[config.mk]
export PLATFORM = sky130hd
export DESIGN_NAME = bitperm_grev
export DESIGN_NICKNAME = d
export VERILOG_FILES = /design/src/rtl/grev_pkg.sv /design/src/rtl/grev_ctrl.sv /design/src/rtl/grev_datapath.sv /design/src/rtl/bitperm_grev.sv
export SDC_FILE = /design/constraint.sdc
export NUM_CORES = 1
export LEC_CHECK = 0
export ABC_AREA = 1
export BUFFER_PORTS_ARGS = -buffer_cell sky130_fd_sc_hd__clkbuf_2
export CAP_MARGIN = 40
export CORE_UTILIZATION = 35
export CTS_BUF_LIST = sky130_fd_sc_hd__clkbuf_2
export CTS_CLUSTER_SIZE = 8
export DETAILED_ROUTE_END_ITERATION = 10
export GPL_ROUTABILITY_DRIVEN = 0
export GPL_TIMING_DRIVEN = 0
export PLACE_DENSITY_LB_ADDON = 0.25
export SYNTH_ARGS = -nofsm -noshare
export SYNTH_HDL_FRONTEND = slang
export SYNTH_SLANG_ARGS = --single-unit
[constraint.sdc]
create_clock -name clk -period 0.8 [get_ports clk]
set_input_delay 0.16 -clock clk [delete_from_list [all_inputs] [get_ports clk]]
set_output_delay 0.16 -clock clk [all_outputs]
set_load 0.005 [all_outputs]
[src/rtl/grev_pkg.sv]
package grev_pkg;

  // Largest supported stage count (XLEN = 64).
  localparam int MAX_STAGES = 6;

  // Strobes from the control decoder to the datapath.
  typedef struct packed {
    logic [MAX_STAGES-1:0] stageEn;
  } grevStrobe_t;

  // Swap mask for stage k: bit i set when index bit k is clear.
  function automatic logic [63:0] stageMask(input int k);
    logic [63:0] m;
    for (int i = 0; i < 64; i++) begin
      m[i] = (((i >> k) & 1) == 0);
    end
    return m;
  endfunction

endpackage

[src/rtl/grev_ctrl.sv]
module grev_ctrl
  import grev_pkg::*;
#(
  parameter int XLEN   = 32,
  parameter int STAGES = $clog2(XLEN)
) (
  input  logic [XLEN-1:0] ctrlAmt,
  output grevStrobe_t     strobe
);

  // Upper control bits are deliberately dropped.
  logic unusedHi;
  assign unusedHi = ^ctrlAmt[XLEN-1:STAGES];

  always_comb begin
    strobe = '0;
    for (int k = 0; k < STAGES; k++) begin
      strobe.stageEn[k] = ctrlAmt[k];
    end
  end

endmodule

[src/rtl/grev_datapath.sv]
module grev_datapath
  import grev_pkg::*;
#(
  parameter int XLEN    = 32,
  parameter int STAGES  = $clog2(XLEN),
  parameter bit REG_OUT = 1'b1
) (
  input  logic            clk,
  input  logic            rstN,
  input  logic [XLEN-1:0] srcWord,
  input  grevStrobe_t     strobe,
  output logic [XLEN-1:0] resWord
);

  localparam logic [STAGES-1:0] BSWAP_CTL = STAGES'(XLEN - 8);
  localparam logic [STAGES-1:0] FULL_CTL  = '1;

  logic [XLEN-1:0] stageVal [STAGES+1];
  logic [XLEN-1:0] netOut;
  logic [STAGES-1:0] activeEn;

  assign activeEn    = strobe.stageEn[STAGES-1:0];
  assign stageVal[0] = srcWord;

  // Swap stages, ascending distance.
  for (genvar k = 0; k < STAGES; k++) begin : gStage
    localparam logic [63:0] MASK_FULL = stageMask(k);
    localparam logic [XLEN-1:0] MASK  = MASK_FULL[XLEN-1:0];
    localparam int DIST = 1 << k;
    logic [XLEN-1:0] swapped;
    assign swapped = ((stageVal[k] & MASK) << DIST) | ((stageVal[k] & ~MASK) >> DIST);
    assign stageVal[k+1] = activeEn[k] ? swapped : stageVal[k];
  end

  assign netOut = stageVal[STAGES];

  if (STAGES < MAX_STAGES) begin : gSpare
    logic unusedSpare;
    assign unusedSpare = ^strobe.stageEn[MAX_STAGES-1:STAGES];
  end

  if (REG_OUT) begin : gReg
    logic [XLEN-1:0] resReg;
    always_ff @(posedge clk or negedge rstN) begin
      if (!rstN) resReg <= '0;
      else       resReg <= netOut;
    end
    assign resWord = resReg;


    reg_latency_chk: assert property (@(posedge clk) disable iff (!rstN)
      1'b1 |=> resWord == $past(netOut));
  end else begin : gComb
    logic unusedClk;
    assign unusedClk = clk ^ rstN;
    assign resWord = netOut;
  end


  ones_kept_chk: assert property (@(posedge clk) disable iff (!rstN)
    $countones(netOut) == $countones(srcWord));


  identity_chk: assert property (@(posedge clk) disable iff (!rstN)
    (activeEn == '0) |-> netOut == srcWord);


  byte_swap_chk: assert property (@(posedge clk) disable iff (!rstN)
    (activeEn == BSWAP_CTL) |-> netOut == {<<8{srcWord}});


  full_rev_chk: assert property (@(posedge clk) disable iff (!rstN)
    (activeEn == FULL_CTL) |-> netOut == {<<{srcWord}});

endmodule

[src/rtl/bitperm_grev.sv]
module bitperm_grev
  import grev_pkg::*;
#(
  parameter int XLEN    = 32,
  parameter bit REG_OUT = 1'b1
) (
  input  logic            clk,
  input  logic            rstN,
  input  logic [XLEN-1:0] srcWord,
  input  logic [XLEN-1:0] ctrlAmt,
  output logic [XLEN-1:0] resWord
);

  localparam int STAGES = $clog2(XLEN);

  initial begin

    xlen_ok_chk: assert (XLEN == 32 || XLEN == 64);
  end

  grevStrobe_t strobe;

  grev_ctrl #(.XLEN(XLEN), .STAGES(STAGES)) uCtrl (
    .ctrlAmt (ctrlAmt),
    .strobe  (strobe)
  );

  grev_datapath #(.XLEN(XLEN), .STAGES(STAGES), .REG_OUT(REG_OUT)) uData (
    .clk     (clk),
    .rstN    (rstN),
    .srcWord (srcWord),
    .strobe  (strobe),
    .resWord (resWord)
  );

endmodule

==> impl_metrics.py <==
metrics = {
    "layout": {
        "largest_register_ff_count": 32,
        "nFillCells": 785,
        "layout-area-overhead-vs-synth_pct": 34.0,
        "post-route-util_pct": 48.5,
        "final_cells": 600,
        "final-seq-area_um2": 801,
        "drive_gt1_share_pct": 42.6,
        "fin_nets": 563,
        "multi_input_area_um2": 2100,
        "antennaDiodeCount": 0,
    },
    "logic_synthesis": {
        "syn_avg_cell_area_um2": 6.64,
        "combinational_family_with_the_most_area_after_synthesis": "simple AND/OR/NAND/NOR gates",
        "share_of_the_synthesized_area_in_compound_gates_ao_oa_aoi_oai_pct": 0,
        "synth_simple_gate_area_share_pct": 62.4,
        "synthesis.area_um2": 2810,
        "seq_area_frac_synth_pct": 28.5,
        "yosys.area_share.adder_pct": 0,
        "synth-warning-count": 0,
        "netlist.area_leader.share_pct": 44.1,
        "mappedNetlistNets": 490,
        "post_synthesis_share_of_cell_area_spent_on_xor_and_xnor_gates_pct": 0,
        "muxShareOfSynthArea_pct": 0,
        "synth_seq_cells": 32,
        "syn_inst": 424,
        "synth_top_cells_by_area": "sky130_fd_sc_hd__nand3_1, sky130_fd_sc_hd__dfrtp_1, sky130_fd_sc_hd__nand2_1, sky130_fd_sc_hd__nand2_2, sky130_fd_sc_hd__buf_2",
        "netlist-cell-type-count": 15,
        "yosysTopAreaCell": "sky130_fd_sc_hd__nand3_1",
    },
    "detailed_routing": {
        "drt_iter0_drc": 369,
        "vias": 3607,
        "vias_per_cell": 6.01,
        "route.final.wire_length_mm": 11.1,
        "drc": 0,
        "route.antenna.remaining_nets": 0,
        "drt_pre_antenna_iters": 5,
        "routed_wire_length_per_instance_um": 18.4,
    },
    "clocking": {
        "tritoncts_clock_tree": "yes",
        "cts_sinks": 32,
        "clock_tree.root_cell": "sky130_fd_sc_hd__clkbuf_2",
        "htreeDepth": 2,
        "worst_setup_hold_path_clk_slew_ps": 170,
        "total_cts_buffers": 5,
        "cts_setup_buffers": 0,
        "clk_path_buf_depth": 2,
    },
    "power": {
        "pwr_density_cell_nw_per_um2": 1290,
        "power.ir.vdd_worst_uv": 633,
        "leakagePower_uw": 0.00188,
    },
    "timing": {
        "finalMaxSlewViolations": 0,
        "finalSetupViolations": 34,
        "rsz_0062_raised_after_global_routing": "yes",
        "post-route-min-period_ps": 1070,
        "final.hold.worst_slack_ps": -182,
        "slew_headroom_pct": 45.4,
        "max_freq_ghz": 0.938,
        "tightestPinTransition_ps": 819,
        "finalHoldViolCount": 32,
        "finalWorstSetupSlack_ps": -266,
        "final.period_utilization_pct": 133,
    },
    "worst_hold_path": {
        "worstHoldPathType": "in2async",
    },
    "worst_setup_path": {
        "crit_path_top_delay_cell": "sky130_fd_sc_hd__dfrtp_1",
        "crit_path_max_incr_delay_ps": 400,
        "worst-path-max-fanout": 1,
        "required_ps": 640,
        "setup.worst_path.class": "reg2out",
        "worstPathArrival_ps": 910,
        "cp_top_delay_family": "flip-flops",
        "timing.critical_path.buf_inv": 1,
        "worstSetupStartpointType": "flop",
        "timing.critical_path.cells": "clkbuf_2",
        "critical_path.endpoint_type": "output port",
    },
    "placement": {
        "detailed_place_hpwl_mm": 8.49,
        "buffer_ports.inserted": 65,
        "dp.cells": 591,
        "placement.setup.worst_slack_ps": -581,
    },
    "status": {
        "status": "finished, violations left",
        "failing_checks": "negative hold slack, negative setup slack",
    },
    "floorplan": {
        "dieHeight_um": 91.7,
        "count_of_pins_on_the_block_boundary": 98,
        "starting_density_of_the_core_pct": 36.2,
        "die_area_um2": 8400,
        "row_count": 32,
        "placeableCoreArea_um2": 7770,
        "chipWidth_um": 91.7,
    },
    "global_routing": {
        "first_pass_grt_wire_length_mm": 17.7,
        "grt_antenna_before_repair": 0,
        "grt_util_all_layers_pct": 27.4,
        "grt_max_degree": 33,
        "gr_ovfl_total": 0,
        "first_global_vias": 3657,
    },
    "run": {
        "cap_viol_max_count": 0,
    },
}
[report_power, final]
part           switching [µW]  total, µW  internal, µW
Sequential               51.8       1870          1820
Clock                     594        828           234
Combinational            1340       2150           811
Total                    1990       4850          2860
[metal layers]
metal | vias to the layer above | wire length [µm] | GRT usage [%]
met1 | 1658 | 4450 | 32.5
met4 | 0 | 611 | 16.5
met2 | 252 | 4900 | 43.7
met5 | - | 0 | 0
li1 | 1641 | - | -
met3 | 56 | 1090 | 8.21
[synth_stat cells, drive strengths merged]
cell    instances
nand2          96
buf            28
inv             5
clkbuf          7
nand3         256
dfrtp          32
[layout by cell type (no fill, tap or decap), types with 2 or more instances in the layout]
cell,instances
sky130_fd_sc_hd__buf_12,5
sky130_fd_sc_hd__buf_2,13
sky130_fd_sc_hd__buf_6,6
sky130_fd_sc_hd__buf_8,2
sky130_fd_sc_hd__clkbuf_2,76
sky130_fd_sc_hd__clkbuf_4,3
sky130_fd_sc_hd__dfrtp_1,32
sky130_fd_sc_hd__inv_1,2
sky130_fd_sc_hd__nand2_1,57
sky130_fd_sc_hd__nand2_2,35
sky130_fd_sc_hd__nand2_4,4
sky130_fd_sc_hd__nand3_1,193
sky130_fd_sc_hd__nand3_2,59
sky130_fd_sc_hd__nand3_4,4
[cell families after synthesis]
group         count (synthesis)
simple gates                352
buf+inv                      40
flops                        32
[per-stage QoR]
step	TNS (ps)	instance area, µm²	power [µW]
finish	-8150	3770	4850
global route	-10040	3770	5170
CTS	-8060	3690	4770
detailed placement	-15730	3640	3960
global placement	-14420	3640	3940
floorplan	-6770	3190	3250
[timing repair]
action,in CTS,in global routing
gates resized for setup,3,18
endpoints found under the hold margin,32,32
setup endpoints to repair,52,58
gates cloned,0,1
pin swaps,0,0
[path summary, 6_finish.rpt]
kind,depth (start not counted),startpoint,endpoint
worst max-delay path,1,uData.resWord[26],resWord[26]
worst min-delay path,1,rstN,uData.resWord[6]
max in group asynchronous,1,rstN,uData.resWord[0]
min in group clk,3,ctrlAmt[4],uData.resWord[31]
[final cells by class]
type | instances | area share, %
sequential | 32 | 21.2
timing repair buffer | 66 | 9.29
inverter | 5 | 0.830
buffer | 35 | 8.40
clock buffer | 7 | 0.929
multi-input combinational | 352 | 55.8
tap | 102 | 3.39
clock inverter | 1 | 0.0996
Note: power is estimated with default switching activity, not from simulation.
